===== src/rtl/zs_encoder.sv =====
module zs_encoder #(
  parameter int DW    = 14,
  parameter int DEPTH = 64,
  parameter int LW    = 8,
  parameter int OW    = 32
) (
  input  logic          clk,
  input  logic          rst_n,
  input  logic          in_valid,
  input  logic          in_sop,
  input  logic          in_eop,
  input  logic [DW-1:0] in_data,
  input  logic [DW-1:0] thr,
  input  logic          neg_pol,
  input  logic [LW-1:0] min_len,
  input  logic [LW-1:0] lbk,
  input  logic [LW-1:0] lfw,
  output logic          out_valid,
  output logic          out_last,
  output logic [OW-1:0] out_data
);

  localparam int AW = $clog2(DEPTH);
  localparam int IW = $clog2(DEPTH + 1);
  localparam int XW = ((IW > LW) ? IW : LW) + 2;
  localparam logic [IW-1:0] DEPTH_I = IW'(DEPTH);

  typedef enum logic [1:0] {S_RX, S_SIZE, S_CTRL, S_DATA} st_t;

  st_t              st;
  logic             open;
  logic [IW-1:0]    n, run_len, run_start, p;
  logic [DEPTH-1:0] keep;
  logic [DW-1:0]    mem [DEPTH];

  // capture side
  logic          take, stor, over, close_mid, close_eop, closing;
  logic [IW-1:0] idx, rl;
  logic [LW-1:0] mlen;
  logic [XW-1:0] cl_start, cl_end, lo, hi;
  logic [DEPTH-1:0] rmask;

  assign take  = (st == S_RX) && in_valid && (in_sop || open);
  assign idx   = in_sop ? '0 : n;
  assign stor  = take && (idx < DEPTH_I);
  assign over  = neg_pol ? (in_data < thr) : (in_data > thr);
  assign rl    = in_sop ? '0 : run_len;
  assign mlen  = (min_len == '0) ? LW'(1) : min_len;

  assign close_mid = stor && !over && (rl != '0) && (XW'(rl) >= XW'(mlen));
  assign close_eop = stor && over && in_eop && (XW'(rl) + XW'(1) >= XW'(mlen));
  assign closing   = close_mid || close_eop;

  assign cl_start = (close_eop && rl == '0) ? XW'(idx) : XW'(run_start);
  assign cl_end   = close_eop ? XW'(idx) : XW'(idx) - XW'(1);
  assign lo       = (cl_start >= XW'(lbk)) ? cl_start - XW'(lbk) : '0;
  assign hi       = cl_end + XW'(lfw);

  always_comb begin
    for (int i = 0; i < DEPTH; i++)
      rmask[i] = closing && (XW'(i) >= lo) && (XW'(i) <= hi);
  end

  // size of the compressed record
  logic [XW-1:0] kept, runs;
  logic          prv;
  logic [OW-1:0] size_w;

  always_comb begin
    kept = '0;
    runs = '0;
    prv  = 1'b0;
    for (int i = 0; i < DEPTH; i++) begin
      if (XW'(i) < XW'(n)) begin
        kept = kept + XW'(keep[i]);
        if (i == 0 || keep[i] != prv) runs = runs + XW'(1);
        prv = keep[i];
      end
    end
  end
  assign size_w = OW'(kept) + OW'(runs) + OW'(1);

  // run scanner from position p
  logic          cur, nxt, go;
  logic [XW-1:0] rlen;

  always_comb begin
    cur = 1'b0;
    nxt = 1'b0;
    for (int i = 0; i < DEPTH; i++) begin
      if (XW'(i) == XW'(p)) cur = keep[i];
      if (XW'(i) == XW'(p) + XW'(1)) nxt = keep[i];
    end
    rlen = '0;
    go   = 1'b1;
    for (int i = 0; i < DEPTH; i++) begin
      if (XW'(i) >= XW'(p) && XW'(i) < XW'(n)) begin
        if (go && keep[i] == cur) rlen = rlen + XW'(1);
        else go = 1'b0;
      end
    end
  end

  always_ff @(posedge clk) begin
    if (stor) mem[idx[AW-1:0]] <= in_data;
  end

  always_ff @(posedge clk or negedge rst_n) begin
    if (!rst_n) begin
      st        <= S_RX;
      open      <= 1'b0;
      n         <= '0;
      run_len   <= '0;
      run_start <= '0;
      keep      <= '0;
      p         <= '0;
      out_valid <= 1'b0;
      out_last  <= 1'b0;
      out_data  <= '0;
    end else begin
      out_valid <= 1'b0;
      out_last  <= 1'b0;
      case (st)
        S_RX: begin
          if (stor) begin
            n       <= idx + IW'(1);
            run_len <= over ? rl + IW'(1) : '0;
            if (over && rl == '0) run_start <= idx;
            keep    <= (in_sop ? '0 : keep) | rmask;
          end
          if (take) begin
            open <= !in_eop;
            if (in_eop) st <= S_SIZE;
          end
        end
        S_SIZE: begin
          out_valid <= 1'b1;
          out_data  <= size_w;
          p         <= '0;
          st        <= S_CTRL;
        end
        S_CTRL: begin
          out_valid <= 1'b1;
          out_data  <= {cur, (OW-1)'(rlen)};
          if (cur) st <= S_DATA;
          else begin
            p <= p + IW'(rlen);
            if (XW'(p) + rlen == XW'(n)) begin
              out_last <= 1'b1;
              st       <= S_RX;
            end
          end
        end
        S_DATA: begin
          out_valid <= 1'b1;
          out_data  <= OW'(mem[p[AW-1:0]]);
          p         <= p + IW'(1);
          if (XW'(p) + XW'(1) == XW'(n)) begin
            out_last <= 1'b1;
            st       <= S_RX;
          end else if (!nxt) st <= S_CTRL;
        end
        default: st <= S_RX;
      endcase
    end
  end


  last_has_valid_chk: assert property (@(posedge clk) disable iff (!rst_n)
    out_last |-> out_valid);


  burst_gap_chk: assert property (@(posedge clk) disable iff (!rst_n)
    (out_valid && !out_last) |=> out_valid);


  end_quiet_chk: assert property (@(posedge clk) disable iff (!rst_n)
    out_last |=> !out_valid);


  ctrl_len_chk: assert property (@(posedge clk) disable iff (!rst_n)
    (st == S_CTRL) |-> (rlen != '0) && (XW'(p) + rlen <= XW'(n)));


  size_first_chk: assert property (@(posedge clk) disable iff (!rst_n)
    (st == S_SIZE) |=> (out_valid && st == S_CTRL));


  rx_closed_chk: assert property (@(posedge clk) disable iff (!rst_n)
    (st != S_RX) |-> !open);

endmodule


===== config.mk =====
export PLATFORM = sky130hd
export DESIGN_NAME = zs_encoder
export DESIGN_NICKNAME = d
export VERILOG_FILES = /design/src/rtl/zs_encoder.sv
export SDC_FILE = /design/constraint.sdc
export NUM_CORES = 2
export LEC_CHECK = 0
export BUFFER_PORTS_ARGS = -buffer_cell sky130_fd_sc_hd__buf_2
export CORE_ASPECT_RATIO = 1.2
export CORE_MARGIN = 2
export CORE_UTILIZATION = 25
export CTS_BUF_LIST = sky130_fd_sc_hd__clkbuf_4 sky130_fd_sc_hd__clkbuf_8 sky130_fd_sc_hd__clkbuf_16
export CTS_CLUSTER_SIZE = 20
export DETAILED_ROUTE_END_ITERATION = 8
export HOLD_SLACK_MARGIN = 0.06
export PLACE_DENSITY = 0.49
export SLEW_MARGIN = 20
export SYNTH_ARGS = -nofsm -noshare
export SYNTH_HDL_FRONTEND = slang
export SYNTH_SLANG_ARGS = --single-unit

===== constraint.sdc =====
create_clock -name clk -period 47.7 [get_ports clk]
set_input_delay 4.77 -clock clk [delete_from_list [all_inputs] [get_ports clk]]
set_output_delay 4.77 -clock clk [all_outputs]
set_load 0.05 [all_outputs]

; ---- Word-level counts from Yosys, hierarchy flattened
; Memories as Yosys holds them, arrays and structs flattened.
; Cells that the tools add are included.
[totals]
reg_bits = 129
mem_bits_rw = 896
inputBits = 58
mem_count = 1
[classes]
add_sub_neg = 201
magnitude_cmp = 262
n_eq_ne = 263
mux = 662
n_bitwise = 1
n_reduce_logical = 283
[mem_list]
columns = memory, depth, width, rd, rd_ports_with_merged_regs, wr, line_no
row1 = mem, 64, 14, 1, 0, 1, 34  ; logic [DW-1:0] mem [DEPTH];
[op_table]
columns = op, n
row1 = 10-bit 2-to-1 mux, 317
row2 = "10-bit by 1-bit adder with 10-bit output, second input constant", 126
row3 = 10-bit by 1-bit adder with 10-bit output, 63
row4 = 1-bit 2-to-1 mux, 328
row5 = "6-bit by 10-bit equality test with 1-bit output, first input constant", 32
row6 = "6-bit by 10-bit >= comparator with 1-bit output, first input constant", 32
row7 = "6-bit by 10-bit less-or-equal comparator with 1-bit output, first input constant", 32
row8 = 1-bit logical AND, 266
row9 = "6-bit by 7-bit equality test with 1-bit output, first input constant", 32
row10 = "6-bit by 7-bit >= comparator with 1-bit output, first input constant", 32
row11 = "6-bit by 7-bit < comparator with 1-bit output, first input constant", 32
row12 = "5-bit by 10-bit equality test with 1-bit output, first input constant", 16
row13 = "5-bit by 10-bit >= comparator with 1-bit output, first input constant", 16
row14 = "5-bit by 10-bit less-or-equal comparator with 1-bit output, first input constant", 16
row15 = "5-bit by 7-bit equality test with 1-bit output, first input constant", 16
row16 = "5-bit by 7-bit >= comparator with 1-bit output, first input constant", 16
row17 = "5-bit by 7-bit < comparator with 1-bit output, first input constant", 16
row18 = 32-bit one-hot mux with 3 select lines, 1
row19 = "4-bit by 10-bit equality test with 1-bit output, first input constant", 8
row20 = "4-bit by 10-bit >= comparator with 1-bit output, first input constant", 8
row21 = "4-bit by 10-bit less-or-equal comparator with 1-bit output, first input constant", 8
row22 = 1-bit equality test, 64
row23 = 64-bit 2-to-1 mux, 1
row24 = 64-bit OR, 1
row25 = other kinds (60), 193

; ---- Depth between registers and ports, before layout
[logic_depth]
ltp_word = 262
depth_mapped = 217
mapped_depth_nobuf = 210

; ---- Worst setup path before layout
; Ideal clock, no wire load.
[synth_timing]
kind = register -> register
startpoint = register n[5]
endpoint = register out_data[9]
setup_ns = 0.138
t_arrival_ns = 39.467
setup_slack_ns = 8.094
stages_incl_launch_ff = 208
path_buffers = 3
path_cell_list = dfrtp_1 buf_2 nor4_4 clkbuf_1 buf_2 nand2_1 and2_1 ha_1 ha_1 a21oi_1 inv_1 ha_1 and2_1 a21o_1 ha_1 nor3_1 nor2_1 ha_1 [... 172 more ...] mux2_2 ha_1 mux2i_1 inv_1 ha_1 mux2_2 ha_1 a21oi_1 o21ai_0 and2_1 o21ai_0 nand2b_1 a21oi_1 o21bai_1 a21o_1 a21oi_1 xnor2_1 mux4_2
[synth_between]
elab_chain_cells = 194
[synth_lines]
columns = element, line_no
row1 = "start, declared", 32  ; logic [IW-1:0] n, run_len, run_start, p;
row2 = "start signal, assigned", 126  ; n <= idx + IW'(1);
row3 = 1-bit by 7-bit < comparator with 1-bit output, "74, 97"
row4 = 1-bit 2-to-1 mux, 74  ; if (XW'(i) < XW'(n)) begin
row5 = 10-bit by 1-bit adder with 10-bit output or 1-bit inequality test (tied branches), 76  ; if (i == 0 || keep[i] != prv) runs = runs + XW'(1);
row6 = 10-bit 2-to-1 mux, 76
row7 = 10-bit 2-to-1 mux, 74
row8 = 10-bit by 1-bit adder with 10-bit output, 76
row9 = 10-bit 2-to-1 mux, 76
row10 = 10-bit 2-to-1 mux, 74
row11 = [... 178 more ...], --
row12 = 10-bit 2-to-1 mux, 76
row13 = 10-bit 2-to-1 mux, 74
row14 = 10-bit by 1-bit adder with 10-bit output, 76
row15 = 10-bit 2-to-1 mux, 76
row16 = 10-bit 2-to-1 mux, 74
row17 = 10-bit by 10-bit adder with 11-bit output, 81  ; assign size_w = OW'(kept) + OW'(runs) + OW'(1);
row18 = 11-bit by 1-bit adder with 12-bit output, 81
row19 = 32-bit one-hot mux with 3 select lines (*), 123  ; case (st)
row20 = "end signal, assigned", 138  ; out_data <= size_w;
row21 = "end signal, assigned", 144  ; out_data <= {cur, (OW-1)'(rlen)};
row22 = "end signal, assigned", 156  ; out_data <= OW'(mem[p[AW-1:0]]);
row23 = "end, declared", 20  ; output logic [OW-1:0] out_data
; Every way passes the cells marked *; elsewhere a longest branch is shown, timed or not. The select of a mux whose other input is x is not followed.
; A chain may end at the register's enable or synchronous reset.

; ---- Worst setup path after layout
[layout_timing]
startpoint = register n[3]
endpoint = register out_data[9]
; The elaborated chain is that of the path after synthesis.

==> impl_metrics.yaml <==
run_status:
  status: "finished, final reports clean"
worst_hold_path:
  hp-class: "reg2reg"
  min_to: "run_len[6]$_DFFE_PN0P_"
  hold_depth: 2
  hold_start: "run_len[6]$_DFFE_PN0P_"
clock_network:
  cts.sinks: 1008
  cts_root_buf: "clkbuf_16"
  ctsHoldBuffers: 0
  cts-htree-levels: 3
  ctsResizeCount: 0
  cts_made_buffers: 94
  post_cts_buffers: 0
  clk_path_buf_depth: 3
  cts_tree: "done"
  clk_pin_slew_worst_paths_ns: 0.07
  clk_latency_ns: 0.72
critical_path:
  r2r-end: "out_data[9]$_DFFE_PN0N_"
  rrSetupSlack_ns: 4.52
  critPathLaunchType: "flip-flop"
  worstSetupEndpointType: "flip-flop"
  crit_arrival_ns: 43.75
  criticalPathCategory: "reg2reg"
  rr_startpoint: "n[3]$_DFFE_PN0P_"
  worst-path-max-fanout: 29
  critPathMostFrequentCell: "ha_1"
  worstRegToRegCells: 205
  max_stage_delay_ns: 0.54
  cp.required_ns: 48.27
  cpMaxStageDelayCell: "or4_1"
final_layout:
  nFillCells: 37950
  area_growth_pct: 10.8
  fin_nets: 9752
  drive_above_1_share: 0.111
sta:
  rsz0062_at_grt: "false"
  hold_violations: 0
  fmaxAchievable_ghz: 0.0232
  period_needed_ns: 43.18
  maxSlewViolCount: 0
  setup_ws_ns: 4.52
  tightest_slew_ns: 1.19
  fin_skew_ns: 0.0611
  final.period_utilization: 0.905
  tns_ns: 0
  maxSlewHeadroom: 0.202
  final-setup-viol-count: 0
drt:
  wl_per_cell_um: 21.8
  vias: 73057
  dr.pass1.iters: 6
  routed_via_density: 5.16
  drt_iter0_drc: 5918
  routed_wl_um: 308000
  ant_nets: 0
  route.detailed.drc: 0
floorplan:
  row_count: 240
  start_util: 0.251
  core_area_um2: 357000
  die_w_um: 551
  die_area_um2: 364000
  ios: 92
  die_h_um: 660
synthesis:
  syn_area_um2: 89700
  yosys_warnings: 0
  yosysSeqAreaShare: 0.331
  synthDistinctLibCells: 142
  postSynthRegisterBits: 1008
  ys.flop_type: "edfxtp_1"
  async_flop_share: 0.111
  syn_area_per_cell_um2: 9.62
  synthCells: 9326
  synth_edf_count: 896
power_and_ir_drop:
  clockPowerShare: 0.422
  combPwrFrac: 0.034
  internal_power_w: 0.00137
  p_leak_nw: 35.5
  pwr_density_cell_nw_per_um2: 17.8
  p_sw_frac: 0.223
  seq_power_share: 0.543
  p_sw_w: 0.000395
  ir_drop_mv: 0.0345
global_route:
  grt_usage: 0.164
  grt.overflow.total: 0
  grt_max_degree: 78
  grt_pass1_vias: 70388
  antenna_found_initial: 13
  grt_first_pass_wirelength_um: 458000
job:
  drv_cap: 0
placed_design:
  pre_cts_slack_ns: 4.64
  routabilityCongestion: 0.979
  place_hpwl_um: 234000
  port_buffers: 74
-- cells by family after synthesis --
family                     synth area share
and+or+nand+nor                       0.191
AOI/OAI and AO/OA                     0.142
xor gates and xnor gates              0.157
DFF                                   0.331
buffers and inverters                0.0316
muxes                                0.0968
adders and majority gates            0.0502
other                             0.0000418
-- Yosys cell counts (all sizes together) (64+ instances only) --
library cell	number	area share
a211oi	104	0.0088
a21o	64	0.0054
a21oi	443	0.025
a31oi	95	0.0066
and2	144	0.010
and3	120	0.0084
buf	130	0.0074
clkbuf	281	0.012
dfrtp	112	0.031
edfxtp	896	0.30
ha	330	0.046
inv	294	0.012
mux2	88	0.011
mux2i	201	0.023
mux4	250	0.063
nand2	984	0.041
nand2b	131	0.0091
nand3	287	0.016
nand4	101	0.0071
nor2	844	0.035
nor2b	119	0.0083
nor3	237	0.014
nor4	69	0.0055
o211ai	74	0.0062
o21ai	454	0.026
o22ai	86	0.0061
o31ai	67	0.0057
or3	91	0.0063
xnor2	775	0.079
xnor3	115	0.029
xor2	426	0.043
-- critical path: cells and delay by family, from the launching register on --
kind | cells | cell delay (ns)
muxes | 22 | 6.15
AOI/OAI and AO/OA | 46 | 7.47
xor gates and xnor gates | 1 | 0.09
and+or+nand+nor | 60 | 7.96
buffers and inverters | 12 | 1.50
adders and majority gates | 64 | 19.37
DFF | 1 | 0.50
-- area by class of cell --
class / instances / area, um2 / share of cell area
Multi-Input combinational cell: 7626 / 57300 / 0.577
Sequential cell: 1008 / 29700 / 0.299
Tap cell: 4719 / 5900 / 0.0594
Clock buffer: 108 / 2460 / 0.0248
Timing Repair Buffer: 332 / 2340 / 0.0235
Inverter: 297 / 1120 / 0.0112
Clock inverter: 60 / 532 / 0.00535
Antenna cell: 1 / 2.50 / 0.0000252
-- per-layer routing --
layer | GRT usage | part of all wire | routed length [um]
met4 | 0.0526 | 0.036 | 11100
met1 | 0.218 | 0.44 | 137000
met3 | 0.0210 | 0.056 | 17400
met5 | 0 | 0.00024 | 74
met2 | 0.274 | 0.46 | 143000
-- state kept, by name (all words and copies together), names as in the netlist --
register   count
open           1
run_start      7
keep          64
out_last       1
p              7
st             2
run_len        7
out_valid      1
n              7
out_data      15
mem          896
-- power by group through the flow --
stage / Combinational (W) / Clock [W] / Sequential [W]
2_1_floorplan: 0.0000264 / 0 / 0.000980
3_3_place_gp: 0.0000605 / 0 / 0.000980
3_5_place_dp: 0.0000601 / 0 / 0.000980
4_1_cts: 0.0000602 / 0.000764 / 0.000961
5_1_grt: 0.0000648 / 0.000794 / 0.000960
6_report: 0.0000610 / 0.000747 / 0.000961
-- worst max path at each step --
stage	from	endpoint	slack (ns)	cells past startpoint
after floorplan	n[5]$_DFFE_PN0P_	out_data[9]$_DFFE_PN0N_	8.09	207
after global placement	n[3]$_DFFE_PN0P_	out_data[9]$_DFFE_PN0N_	5.16	205
after detailed placement	n[3]$_DFFE_PN0P_	out_data[9]$_DFFE_PN0N_	4.64	205
after CTS	n[3]$_DFFE_PN0P_	out_data[9]$_DFFE_PN0N_	4.59	205
after global routing	n[3]$_DFFE_PN0P_	out_data[9]$_DFFE_PN0N_	1.17	205
final	n[3]$_DFFE_PN0P_	out_data[9]$_DFFE_PN0N_	4.52	205
-- metrics by stage --
step / util / cells / instance area, um2 / hold WS (ns) / power (W)
final: 0.279 / 14151 / 99400 / 0.487 / 0.00177
after detailed placement: 0.270 / 13982 / 96400 / 0.474 / 0.00104
after floorplan: - / 9342 / 89800 / 0.442 / 0.00101
after global routing: 0.279 / 14150 / 99400 / 0.514 / 0.00182
after global placement: 0.270 / 13982 / 96400 / 0.466 / 0.00104
after CTS: 0.279 / 14150 / 99400 / 0.491 / 0.00178
-- layout by cell type (no fill, tap or decap), drive strengths merged, types with 39 or more instances in the layout --
| cell | count |
|---|---|
| xor2 | 426 |
| nand3 | 287 |
| clkinv | 52 |
| or3 | 91 |
| clkbuf | 108 |
| o211ai | 74 |
| and2 | 144 |
| dfrtp | 112 |
| o31ai | 67 |
| inv | 297 |
| o21a | 39 |
| nor3 | 237 |
| ha | 330 |
| edfxtp | 896 |
| and3 | 120 |
| xnor3 | 115 |
| mux2 | 88 |
| mux2i | 201 |
| xnor2 | 775 |
| nand4 | 101 |
| a21o | 64 |
| mux4 | 250 |
| nor4 | 69 |
| o22ai | 86 |
| nor2 | 844 |
| nand3b | 45 |
| or2 | 63 |
| a211oi | 104 |
| nor2b | 119 |
| nand2 | 984 |
| o21ai | 454 |
| a21oi | 443 |
| a31oi | 95 |
| buf | 332 |
| nand2b | 131 |
| nor3b | 63 |
Power figures use the tool's default switching activity.
